<file path="config.mk">
export PLATFORM = sky130hd
export DESIGN_NAME = media_reset_seq
export DESIGN_NICKNAME = d
export VERILOG_FILES = /design/src/rtl/mrs_pkg.sv /design/src/rtl/mrs_domain_map.sv /design/src/rtl/mrs_ack_timer.sv /design/src/rtl/media_reset_seq.sv
export SDC_FILE = /design/constraint.sdc
export NUM_CORES = 1
export LEC_CHECK = 0
export BUFFER_PORTS_ARGS = -buffer_cell sky130_fd_sc_hd__buf_2
export CAP_MARGIN = 20
export CORE_UTILIZATION = 45
export CTS_BUF_LIST = sky130_fd_sc_hd__clkbuf_8
export DETAILED_ROUTE_END_ITERATION = 10
export PLACE_DENSITY = 0.74
export SLEW_MARGIN = 5
export SYNTH_ARGS = -nofsm -noshare
export SYNTH_HDL_FRONTEND = slang
export SYNTH_SLANG_ARGS = --single-unit
export TNS_END_PERCENT = 10
</file>
<file path="constraint.sdc">
create_clock -name clk -period 3.4 [get_ports clk]
set_clock_uncertainty 0.05 [all_clocks]
set_input_delay 1.02 -clock clk [delete_from_list [all_inputs] [get_ports clk]]
set_output_delay 1.02 -clock clk [all_outputs]
set_load 0.02 [all_outputs]
</file>
<file path="src/rtl/mrs_pkg.sv">
package mrs_pkg;

    typedef enum logic [2:0] {
        S_IDLE,
        S_SCAN,
        S_LOCK_WAIT,
        S_FIRE,
        S_WAIT_DONE,
        S_UNLOCK,
        S_FINISH
    } seq_state_t;

    localparam int DEF_N_DEC     = 4;
    localparam int DEF_N_ENH     = 2;
    localparam int DEF_DOM_W     = 32;
    localparam int DEF_TIMEOUT   = 1000;
    localparam int DEF_FULL_BIT  = 0;
    localparam int DEF_DEC_BASE  = 5;
    localparam int DEF_ENH_BASE  = 13;
    localparam int DEF_UNIT_BASE = 17;

endpackage

</file>
<file path="src/rtl/mrs_domain_map.sv">
module mrs_domain_map #(
    parameter int N_DEC     = 4,
    parameter int N_ENH     = 2,
    parameter int DOM_W     = 32,
    parameter int DEC_BASE  = 5,
    parameter int ENH_BASE  = 13,
    parameter int UNIT_BASE = 17,
    localparam int N_ENG    = N_DEC + N_ENH
) (
    input  logic [N_ENG-1:0]            eng_mask,
    input  logic [N_DEC-1:0]            shared_mask,
    output logic [DOM_W-1:0]            eng_dom,
    output logic [N_ENG-1:0]            eligible,
    output logic [N_ENG-1:0][DOM_W-1:0] unit_dom
);

    logic [N_ENG-1:0][DOM_W-1:0] parts;

    // Decode engines: two instances share one unit
    for (genvar d = 0; d < N_DEC; d++) begin : g_dec
        localparam int EB = DEC_BASE + d;
        localparam int UB = UNIT_BASE + (d >> 1);
        assign parts[d]    = eng_mask[d] ? (DOM_W'(1) << EB) : '0;
        assign unit_dom[d] = DOM_W'(1) << UB;
        assign eligible[d] = shared_mask[d];
    end

    // Enhancement engines: one unit each, always eligible
    for (genvar e = 0; e < N_ENH; e++) begin : g_enh
        localparam int EB = ENH_BASE + e;
        localparam int UB = UNIT_BASE + e;
        assign parts[N_DEC+e]    = eng_mask[N_DEC+e] ? (DOM_W'(1) << EB) : '0;
        assign unit_dom[N_DEC+e] = DOM_W'(1) << UB;
        assign eligible[N_DEC+e] = 1'b1;
    end

    always_comb begin
        eng_dom = '0;
        for (int i = 0; i < N_ENG; i++) begin
            eng_dom = eng_dom | parts[i];
        end
    end

endmodule

</file>
<file path="src/rtl/mrs_ack_timer.sv">
module mrs_ack_timer #(
    parameter int TIMEOUT = 1000,
    localparam int CW     = $clog2(TIMEOUT + 1)
) (
    input  logic clk,
    input  logic rst_n,
    input  logic run,
    output logic expired
);

    logic [CW-1:0] cnt;

    always_ff @(posedge clk or negedge rst_n) begin
        if (!rst_n) begin
            cnt <= '0;
        end else if (!run) begin
            cnt <= '0;
        end else if (!expired) begin
            cnt <= cnt + CW'(1);
        end
    end

    assign expired = run && (cnt == CW'(TIMEOUT - 1));

endmodule

</file>
<file path="src/rtl/media_reset_seq.sv">
module media_reset_seq
    import mrs_pkg::*;
#(
    parameter int N_DEC     = DEF_N_DEC,
    parameter int N_ENH     = DEF_N_ENH,
    parameter int DOM_W     = DEF_DOM_W,
    parameter int TIMEOUT   = DEF_TIMEOUT,
    parameter int FULL_BIT  = DEF_FULL_BIT,
    parameter int DEC_BASE  = DEF_DEC_BASE,
    parameter int ENH_BASE  = DEF_ENH_BASE,
    parameter int UNIT_BASE = DEF_UNIT_BASE,
    localparam int N_ENG    = N_DEC + N_ENH
) (
    input  logic             clk,
    input  logic             rst_n,
    input  logic             req_valid,
    input  logic             req_full,
    input  logic [N_ENG-1:0] req_engines,
    input  logic [N_DEC-1:0] dec_shared_mask,
    input  logic [N_ENG-1:0] lock_ack,
    input  logic [N_ENG-1:0] unit_owned,
    input  logic             reset_done,
    output logic [N_ENG-1:0] force_lock,
    output logic [DOM_W-1:0] dom_mask,
    output logic             dom_strobe,
    output logic             seq_done,
    output logic             ack_timeout
);

    localparam int IW   = $clog2(N_ENG + 1);
    localparam int PADN = 2 ** IW;

    seq_state_t state, state_nx;

    logic [IW-1:0]    idx;
    logic [N_ENG-1:0] mask_r;
    logic [N_ENG-1:0] lock_r;
    logic [DOM_W-1:0] dom_r;
    logic             full_r;
    logic             timeout_r;

    logic [DOM_W-1:0]            eng_dom;
    logic [N_ENG-1:0]            eligible;
    logic [N_ENG-1:0][DOM_W-1:0] unit_dom;
    logic                        expired;

    logic [PADN-1:0]            hit_pad, ack_pad, own_pad, sel_onehot;
    logic [PADN-1:0][DOM_W-1:0] unit_pad;
    logic                       at_end;

    mrs_domain_map #(
        .N_DEC    (N_DEC),
        .N_ENH    (N_ENH),
        .DOM_W    (DOM_W),
        .DEC_BASE (DEC_BASE),
        .ENH_BASE (ENH_BASE),
        .UNIT_BASE(UNIT_BASE)
    ) u_map (
        .eng_mask   (req_engines),
        .shared_mask(dec_shared_mask),
        .eng_dom    (eng_dom),
        .eligible   (eligible),
        .unit_dom   (unit_dom)
    );

    mrs_ack_timer #(
        .TIMEOUT(TIMEOUT)
    ) u_timer (
        .clk    (clk),
        .rst_n  (rst_n),
        .run    (state == S_LOCK_WAIT),
        .expired(expired)
    );

    // Per-index views padded to a power of two so idx never selects out of range
    always_comb begin
        hit_pad  = PADN'(mask_r & eligible);
        ack_pad  = PADN'(lock_ack);
        own_pad  = PADN'(unit_owned);
        unit_pad = '0;
        for (int i = 0; i < N_ENG; i++) begin
            unit_pad[i] = unit_dom[i];
        end
        sel_onehot = PADN'(1) << idx;
        at_end     = (idx == IW'(N_ENG));
    end

    // State register
    always_ff @(posedge clk or negedge rst_n) begin
        if (!rst_n) begin
            state <= S_IDLE;
        end else begin
            state <= state_nx;
        end
    end

    // Transitions
    always_comb begin
        state_nx = state;
        unique case (state)
            S_IDLE: begin
                if (req_valid) begin
                    state_nx = req_full ? S_FIRE : S_SCAN;
                end
            end
            S_SCAN: begin
                if (at_end) begin
                    state_nx = S_FIRE;
                end else if (hit_pad[idx]) begin
                    state_nx = S_LOCK_WAIT;
                end
            end
            S_LOCK_WAIT: begin
                if (ack_pad[idx] || expired) begin
                    state_nx = S_SCAN;
                end
            end
            S_FIRE:      state_nx = S_WAIT_DONE;
            S_WAIT_DONE: begin
                if (reset_done) begin
                    state_nx = full_r ? S_FINISH : S_UNLOCK;
                end
            end
            S_UNLOCK:    state_nx = S_FINISH;
            S_FINISH:    state_nx = S_IDLE;
            default:     state_nx = S_IDLE;
        endcase
    end

    // Sequence datapath
    always_ff @(posedge clk or negedge rst_n) begin
        if (!rst_n) begin
            idx       <= '0;
            mask_r    <= '0;
            lock_r    <= '0;
            dom_r     <= '0;
            full_r    <= 1'b0;
            timeout_r <= 1'b0;
        end else begin
            unique case (state)
                S_IDLE: begin
                    if (req_valid) begin
                        mask_r    <= req_engines;
                        full_r    <= req_full;
                        timeout_r <= 1'b0;
                        idx       <= '0;
                        dom_r     <= req_full ? (DOM_W'(1) << FULL_BIT) : eng_dom;
                    end
                end
                S_SCAN: begin
                    if (!at_end) begin
                        if (hit_pad[idx]) begin
                            lock_r <= lock_r | sel_onehot[N_ENG-1:0];
                        end else begin
                            idx <= idx + IW'(1);
                        end
                    end
                end
                S_LOCK_WAIT: begin
                    if (ack_pad[idx]) begin
                        if (own_pad[idx]) begin
                            dom_r <= dom_r | unit_pad[idx];
                        end
                        idx <= idx + IW'(1);
                    end else if (expired) begin
                        timeout_r <= 1'b1;
                        idx       <= idx + IW'(1);
                    end
                end
                S_UNLOCK: begin
                    lock_r <= lock_r & ~mask_r;
                end
                default: begin
                end
            endcase
        end
    end

    // Outputs
    always_comb begin
        force_lock  = lock_r;
        dom_mask    = dom_r;
        ack_timeout = timeout_r;
        dom_strobe  = (state == S_FIRE);
        seq_done    = (state == S_FINISH);
    end

endmodule

</file>
==> qor.csv, run 1 <==
metric,value,unit
crit-path max FO,9,
fraction of registers with async set/reset,100.0,%
vias in the first global route,1579,
CTS Hold Buffers Added,0,
CTS root buf,clkbuf_8,
Inserted Diodes,0,
Die Width,72.61,um
Post-synth EDFFs,0,
htree depth,2,
flop and latch count out of synthesis,39,
max-cap viol count,0,
drt pass-1 iters,5,
Routed Antenna Nets,0,
fmax,415.9,MHz
setup_tns,0,ps
CP arrival,1330,ps
CP Capture Type,primary output,
share of cells above drive strength 1,23.64,%
Critical Path RT,2330,ps
"Cell Area, Synth",0.002243,mm^2
vias per cell,5.018,
sequential-to-total area share from yosys stat,43.50,%
pin count of the biggest net entering global routing,40,
detailed-route DRC error count,0,
Leakage,1.248,nW
total grt overflow,0,
post-CTS resize count,0,
worst min-delay path class,register to register,
worst slew pin tran,947.0,ps
Cell Pwr Density,769.6,mW/mm^2
cells after synthesis,232,
CTS tree,built,
number of DRC markers in iteration 0,110,
synthesized area per cell,9.670,um^2
outcome,"complete, no violations",
average wire per standard cell,12.96,um
"Clk Latency, worst-skew pair",290,ps
die area,0.005271,mm^2
critical path type,register to primary output,
max-slew violations,0,
Core Rows,25,
Area Overhead vs Synth,12.16,%
placed cell area,0.002416,mm^2
total global-route track usage,19.06,%
first-pass GRT wire length,7.555,mm
Starting Density,47.18,%
DR vias,1716,
fin crit share,70.71,%
startpoint types,register,
Fin. Hold Viols,0,
Port Buffers,44,
Max-slew headroom,36.70,%
post-synth cell types,49,
"Reg clk slew, reported paths",70,ps
unrepaired setup endpoints after global routing,false,
yosys warns,0,
Die H,72.61,um
core footprint,0.004755,mm^2
Period minus WS final,2404,ps
Nets,307,
Max VDD drop,0.0003961,V
IO Pins,68,
Detail Placement HPWL,3.230,mm
final wirelength,4.434,mm
final non-filler cell area,0.002516,mm^2
maximum root-to-sink buffer count,2,
initial antenna violation count,0,
setup bufs post-CTS,0,
final setup fails,0,
TritonCTS Sinks,39,
TritonCTS buffer count,5,
Main synth FF type,dfrtp_1,
gp weighted congestion,0.8565,
[cell type report]
cell class	count	area [um^2]
Sequential cell	39	975.9
Inverter	6	22.52
Clock inverter	1	3.754
Timing Repair Buffer	44	220.2
Clock buffer	7	96.34
Fill cell	464	2238
Multi-Input combinational cell	178	1114
Tap cell	67	83.83
[layout by cell type (no fill, tap or decap), types with 3 or more instances in the layout]
cell,n
xor2_1,5
nor2_1,22
ha_1,6
dfrtp_1,39
nand3_1,4
mux2i_1,5
conb_1,23
xnor2_1,4
nor2b_1,4
a211oi_1,4
inv_1,5
o21ai_0,3
buf_2,44
nand2b_1,4
a21oi_1,5
nand2_1,45
clkbuf_8,7
o21ai_1,7
a32o_1,3
[stage by stage]
step | power, mW | utilization (%) | setup WS [ps] | hold slack [ps] | cells
3_3_place_gp | 1.584 | 50.82 | 985.1 | 418.4 | 334
2_1_floorplan | 1.408 | - | 1101 | 390.9 | 254
6_report | 1.936 | 52.92 | 995.8 | 434.8 | 342
5_1_grt | 2.074 | 52.92 | 930.1 | 460.8 | 342
3_5_place_dp | 1.605 | 50.82 | 951.0 | 424.3 | 334
4_1_cts | 1.952 | 52.92 | 998.8 | 441.0 | 342
[path summary, 6_finish.rpt]
| path | start | endpoint | slack [ps] | cells after the start |
|---|---|---|---|---|
| setup / recovery | state[2]$_DFFE_PN0P_ | seq_done | 1000 | 3 |
| hold / removal | dom_mask[13]$_DFFE_PN0P_ | dom_mask[13]$_DFFE_PN0P_ | 430 | 2 |
| setup reg to reg | idx[2]$_DFFE_PN0P_ | idx[2]$_DFFE_PN0P_ | 1280 | 5 |
| hold reg to reg | dom_mask[13]$_DFFE_PN0P_ | dom_mask[13]$_DFFE_PN0P_ | 430 | 2 |
| max in group asynchronous | rst_n | u_timer.cnt[0]$_DFFE_PN0P_ | 1990 | 1 |
| min in group asynchronous | rst_n | idx[1]$_DFFE_PN0P_ | 780 | 1 |
[sequential cells by signal (all words and copies together) (netlist names)]
signal       flops
mask_r           6
state            3
force_lock       6
ack_timeout      1
u_timer.cnt     10
idx              3
full_r           1
dom_mask         9
[worst max-delay path, cell delays in order, from the launching register on]
cell,delay (ps)
dfrtp_1,510
inv_2,140
nor3b_1,200
buf_2,190
[synth_stat cells (2+ instances only)]
library cell	count	area, um^2
nand2_1	45	168.9
dfrtp_1	39	975.9
buf_4	23	172.7
nor2_1	22	82.58
o21ai_1	7	35.03
ha_1	6	75.07
a21oi_1	5	25.02
mux2i_1	5	50.05
xor2_1	5	43.79
a211oi_1	4	30.03
clkbuf_1	4	15.01
inv_1	4	15.01
nand2b_1	4	25.02
nand3_1	4	20.02
nor2b_1	4	25.02
xnor2_1	4	35.03
a32o_1	3	30.03
buf_2	3	15.01
o21ai_0	3	15.01
a22o_1	2	17.52
and3_1	2	12.51
inv_2	2	7.510
mux2_4	2	30.03
mux4_2	2	45.04
nand4_2	2	25.02
nor3_1	2	10.01
nor3b_1	2	15.01
[layer usage]
layer	track usage [%]	routed length [um]	part of all wire, %	vias to the layer above
li1	-	-	-	829
met1	25.11	1991	45	798
met2	30.53	2074	47	77
met3	3.729	263	5.9	12
met4	8.497	104	2.3	0
met5	0	0	0	-
[cell families (layout without fill, tap and decap cells)]
kind of cell | Yosys count | after routing | synth area share (%)
simple gates | 96 | 96 | 21.03
flops | 39 | 39 | 43.50
buf+inv | 37 | 58 | 10.54
compound gates | 34 | 34 | 11.82
mux | 10 | 10 | 6.079
xor+xnor | 9 | 9 | 3.513
fa+ha+maj | 6 | 6 | 3.346
other cells | 1 | 23 | 0.1672
[where the power goes]
part,total (mW),internal [mW],switching (mW)
Sequential,0.779,0.603,0.176
Combinational,0.822,0.337,0.484
Clock,0.336,0.182,0.154
No activity file was read; power rests on OpenSTA's default activity.
==> run 2, diff against run 1 <==
- PLACE_DENSITY: 0.74 -> 0.77
- clock period: 3.4 -> 2.01 ns (I/O delays scaled with it)
==> run 2 against run 1 <==
Effect of this change: clock-buffer cell count is the same; final area grew 4.0%; flip-flop and latch count is the same; utilization rose by 2.1 points; critical path type unchanged; die area stayed put; first-iteration DRC count fell by 28%; critical path depth unchanged; clock power grew 78%.
==> qor.csv, run 2 (synthesis gave the netlist of run 1 again) <==
metric,value,unit,change
outcome,"complete, no violations",,unchanged
fin crit share,95.28,%,
setup_tns,0,ps,unchanged
IO Pins,68,,unchanged
final wirelength,4.547,mm,was 4.434 mm
total grt overflow,0,,unchanged
initial antenna violation count,0,,unchanged
worst min-delay path class,input pin to asynchronous set/reset pin,,was register to register
Fin. Hold Viols,0,,unchanged
Detail Placement HPWL,3.440,mm,was 3.230 mm
Routed Antenna Nets,0,,unchanged
Nets,318,,was 307
sw frac,41.62,%,was 42.02%
CP Capture Type,primary output,,unchanged
Port Buffers,44,,unchanged
CP arrival,1260,ps,was 1330 ps
most frequent cells in the layout,"nand2_1 (45), buf_2 (44), dfrtp_1 (37)",,"was nand2_1 (45), buf_2 (44), dfrtp_1 (39)"
"commonest non-fill, non-tap cell in the layout",nand2_1,,unchanged
reg2reg path depth,6,,was 5
unrepaired setup endpoints after global routing,false,,unchanged
Core Rows,25,,unchanged
setup bufs post-CTS,0,,unchanged
detailed-route DRC error count,0,,unchanged
htree depth,2,,unchanged
final setup fails,0,,unchanged
post-CTS resize count,0,,unchanged
critical path type,register to primary output,,unchanged
Power Internal,1.994,mW,was 1.123 mW
"Reg clk slew, reported paths",80,ps,was 70 ps
first-pass GRT wire length,7.721,mm,was 7.555 mm
r2r startpoint,idx[2]$_DFFE_PN0P_,,unchanged
number of DRC markers in iteration 0,79,,was 110
Clk pwr share,17.5,%,was 17.3%
fmax,522.2,MHz,
"Clk Latency, worst-skew pair",290,ps,about the same
R2R Setup Slk,130,ps,was 1280 ps
die area,0.005271,mm^2,unchanged
worst r2r dst,idx[0]$_DFFE_PN0P_,,was idx[2]$_DFFE_PN0P_
FF+latch area,978.4,um^2,was 975.9 um^2
CTS root buf,clkbuf_8,,unchanged
max-cap viol count,0,,unchanged
fill count,442,,was 464
Flop pwr share,36.7,%,was 40.2%
max reg flops,10,,unchanged
Area Overhead vs Synth,16.68,%,was 12.16%
post-layout utilization of the core,55.05,%,was 52.92%
max-slew violations,0,,unchanged
Logic pwr share,45.9,%,was 42.4%
CTS Hold Buffers Added,0,,unchanged
Starting Density,47.18,%,unchanged
TritonCTS Sinks,39,,unchanged
"worst slack, placed",13.56,ps,was 951.0 ps
pin count of the biggest net entering global routing,24,,was 40
total global-route track usage,19.58,%,was 19.06%
TritonCTS buffer count,5,,unchanged
Max VDD drop,0.0008197,V,was 0.0003961 V
vias in the first global route,1607,,"was 1,579"
Die Width,72.61,um,unchanged
vias per cell,4.929,,was 5.018
startpoint types,register,,unchanged
drt pass-1 iters,4,,was 5
Period minus WS final,1915,ps,
CTS tree,built,,unchanged
DR vias,1740,,"was 1,716"
share of cells above drive strength 1,27.62,%,was 23.64%
P_sw,1.421,mW,was 813.6 uW
gp weighted congestion,0.8350,,was 0.8565
maximum root-to-sink buffer count,2,,unchanged
Critical Path RT,1360,ps,was 2330 ps
Inserted Diodes,0,,unchanged
Top reg by flops,u_timer.cnt,,unchanged
Multi-input gate area,0.001114,mm^2,unchanged
Cell Pwr Density,1305,mW/mm^2,was 769.6 mW/mm^2
crit-path max FO,9,,unchanged
final setup margin,94.89,ps,was 995.8 ps
core footprint,0.004755,mm^2,unchanged
Die H,72.61,um,unchanged
Leakage,1.298,nW,was 1.248 nW
average wire per standard cell,12.88,um,was 12.96 um
==> run 2: routing by layer <==
layer  global-route usage, %  vias up  routed length (um)
li1                        -      850                   -
met1                   25.87      838                2062
met2                   31.26       45                2222
met3                   4.696        7                 192
met4                   7.407        0                  70
met5                       0        -                   0
==> run 2: per-stage QoR <==
stage	cells	hold WS (ps)	power (mW)	area [um^2]
3_3_place_gp	345	418.3	2.782	2511
6_report	353	181.4	3.415	2618
2_1_floorplan	254	257.4	2.383	2326
3_5_place_dp	345	423.2	2.823	2511
5_1_grt	353	202.4	3.660	2618
4_1_cts	353	191.4	3.432	2615
==> run 2: final cells by class <==
cell class              count  area share (%)
multi-input cells         178           42.54
clock inverters             1          0.2868
well taps                  67           3.203
flip-flops and latches     39           37.38
clock buffers               7           3.681
repair buffers             55           12.05
inverters                   6          0.8604
==> run 2: power by group through the flow <==
stage | registers, mW | logic, mW | clock network (mW)
finish | 1.25 | 1.57 | 0.597
detailed placement | 1.26 | 1.56 | 0
floorplan | 1.31 | 1.07 | 0
global route | 1.29 | 1.72 | 0.650
CTS | 1.25 | 1.58 | 0.607
global placement | 1.25 | 1.53 | 0
==> run 2: worst max path at each step <==
stage,start,endpoint,slack (ps),cells after the start
after global routing,idx[0]$_DFFE_PN0P_,idx[0]$_DFFE_PN0P_,30,6
after floorplan,state[1]$_DFFE_PN0P_,seq_done,130,2
after detailed placement,lock_ack[3],idx[0]$_DFFE_PN0P_,10,6
after CTS,idx[0]$_DFFE_PN0P_,idx[0]$_DFFE_PN0P_,20,6
final,state[2]$_DFFE_PN0P_,dom_strobe,90,3
after global placement,lock_ack[3],idx[2]$_DFFE_PN0P_,40,6
==> run 2: worst max-delay path, cell delays in order, from the launching register on <==
cell,delay (ps)
dfrtp_2,470
inv_2,150
and3_1,180
buf_2,160
==> run 3, diff against run 2 <==
- PLACE_DENSITY: 0.77 -> default
- PLACE_DENSITY_LB_ADDON: default -> 0.08
==> run 3 against run 2 <==
Effect of this change: combinational power about the same; utilization up 0.11 points; global-route usage up 0.95 points; register-to-register slack worse by 30 ps; largest cell class unchanged; worst setup slack worse by 5.4 ps; flip-flop and latch count unchanged; critical path depth unchanged; via count down 2.0%; hold slack better by 29 ps; first-iteration DRC count down 23%.
==> qor.csv, run 3 (synthesis gave the netlist of run 1 again) <==
metric,value,unit,change
M2 GR Usage,32.40,%,was 31.26%
CTS root buf,clkbuf_8,,unchanged
number of DRC markers in iteration 0,61,,was 79
Core Rows,25,,unchanged
Top reg by flops,u_timer.cnt,,unchanged
"worst slack, placed",0.05496,ps,was 13.56 ps
fin crit share,95.55,%,was 95.28%
DP Cell Count,347,,was 345
htree depth,2,,unchanged
maximum root-to-sink buffer count,2,,unchanged
Fin. Hold Viols,0,,unchanged
Critical Path RT,1360,ps,about the same
core footprint,0.004755,mm^2,unchanged
Port Buffers,44,,unchanged
total power draw,3.392,mW,was 3.415 mW
Inserted Diodes,0,,unchanged
Post-Layout Cell Count,355,,was 353
share of cells above drive strength 1,28.47,%,was 27.62%
die area,0.005271,mm^2,unchanged
detailed-route DRC error count,0,,unchanged
met1 usage,28.47,%,was 25.87%
"commonest non-fill, non-tap cell in the layout",nand2_1,,unchanged
Nets,320,,was 318
Die H,72.61,um,unchanged
Cell Pwr Density,1293,mW/mm^2,was 1305 mW/mm^2
reg2reg path depth,6,,unchanged
Detail Placement HPWL,3.550,mm,was 3.440 mm
R2R Setup Slk,100,ps,was 130 ps
"Reg clk slew, reported paths",90,ps,was 80 ps
max reg flops,10,,unchanged
most frequent cells in the layout,"nand2_1 (45), buf_2 (44), dfrtp_1 (36)",,"was nand2_1 (45), buf_2 (44), dfrtp_1 (37)"
post-layout utilization of the core,55.16,%,was 55.05%
r2r startpoint,idx[2]$_DFFE_PN0P_,,unchanged
outcome,"complete, no violations",,unchanged
final setup fails,0,,unchanged
total global-route track usage,20.52,%,was 19.58%
Area Overhead vs Synth,16.90,%,was 16.68%
final non-filler cell area,0.002623,mm^2,was 0.002618 mm^2
total grt overflow,0,,unchanged
Routed Antenna Nets,0,,unchanged
startpoint types,register,,unchanged
gp weighted congestion,0.7968,,was 0.8350
CP arrival,1270,ps,was 1260 ps
crit-path max FO,9,,unchanged
drt pass-1 iters,4,,unchanged
pin count of the biggest net entering global routing,40,,was 24
Starting Density,47.18,%,unchanged
fmax,520.7,MHz,was 522.2 MHz
setup_tns,0,ps,unchanged
unrepaired setup endpoints after global routing,false,,unchanged
Worst setup startpoint,state[2]$_DFFE_PN0P_,,unchanged
Max VDD drop,0.0005838,V,was 0.0008197 V
initial antenna violation count,0,,unchanged
"Slowest-stage cell, CP",dfrtp_2,,unchanged
final wirelength,4.842,mm,was 4.547 mm
placed cell area,0.002526,mm^2,was 0.002511 mm^2
Critical Path Max Stage Delay,470,ps,about the same
met3 Use GR,4.972,%,was 4.696%
critical path cell sequence,inv_2 > and3_1 > buf_2,,unchanged
CTS Hold Buffers Added,0,,unchanged
worst r2r dst,state[1]$_DFFE_PN0P_,,was idx[0]$_DFFE_PN0P_
Period minus WS final,1921,ps,was 1915 ps
TritonCTS Sinks,39,,unchanged
vias in the first global route,1662,,"was 1,607"
max-cap viol count,0,,unchanged
GRT Max-Usage Layer,met2,,unchanged
worst min-delay path class,input pin to asynchronous set/reset pin,,unchanged
average wire per standard cell,13.64,um,was 12.88 um
DR vias,1705,,"was 1,740"
IO Pins,68,,unchanged
TritonCTS buffer count,5,,unchanged
critical path type,register to primary output,,unchanged
first-pass GRT wire length,8.155,mm,was 7.721 mm
"Clk Latency, worst-skew pair",300,ps,was 290 ps
CTS tree,built,,unchanged
Die Width,72.61,um,unchanged
CP Capture Type,primary output,,unchanged
final setup margin,89.46,ps,was 94.89 ps
Hold WS,210.2,ps,was 181.4 ps
max-slew violations,0,,unchanged
Leakage,1.297,nW,was 1.298 nW
vias per cell,4.803,,was 4.929
run 3: where the power goes:
part / total (mW) / internal, mW / switching, mW
Sequential: 1.26 / 1.03 / 0.235
Clock: 0.557 / 0.248 / 0.309
Combinational: 1.57 / 0.664 / 0.909
run 3: area by class of cell:
| cell class | instances | area, um^2 |
|---|---|---|
| clock buffers | 5 | 68.82 |
| clock inverters | 3 | 23.77 |
| fillers | 459 | 2132 |
| inverters | 6 | 22.52 |
| multi-input cells | 178 | 1114 |
| flip-flops and latches | 39 | 979.7 |
| well taps | 67 | 83.83 |
| repair buffers | 57 | 330.3 |
run 3: worst max path at each step:
| stage | slack, ps | cells after the start | to |
|---|---|---|---|
| detailed placement | 0.05 | 6 | idx[0]$_DFFE_PN0P_ |
| global placement | 20 | 6 | idx[2]$_DFFE_PN0P_ |
| floorplan | 130 | 2 | seq_done |
| global route | 20 | 6 | state[1]$_DFFE_PN0P_ |
| CTS | 10 | 3 | seq_done |
| finish | 90 | 3 | dom_strobe |
run 3: routing by layer:
| layer | vias to the layer above | wire (um) |
|---|---|---|
| met1 | 796 | 2408 |
| met2 | 51 | 2146 |
| met5 | - | 0 |
| met3 | 7 | 230 |
| met4 | 0 | 57 |
| li1 | 851 | - |
run 3: timing repair:
| item | CTS | global route |
|---|---|---|
| endpoints found under the setup margin | 0 | 5 |
| resized for setup | 0 | 3 |
| setup buffers | 0 | 0 |
run 3: critical path: cells and delay by family, from the launching register on:
family / cells / cell delay (ps)
buffers and inverters: 2 / 310
AND/OR/NAND/NOR: 1 / 180
flip-flops: 1 / 470
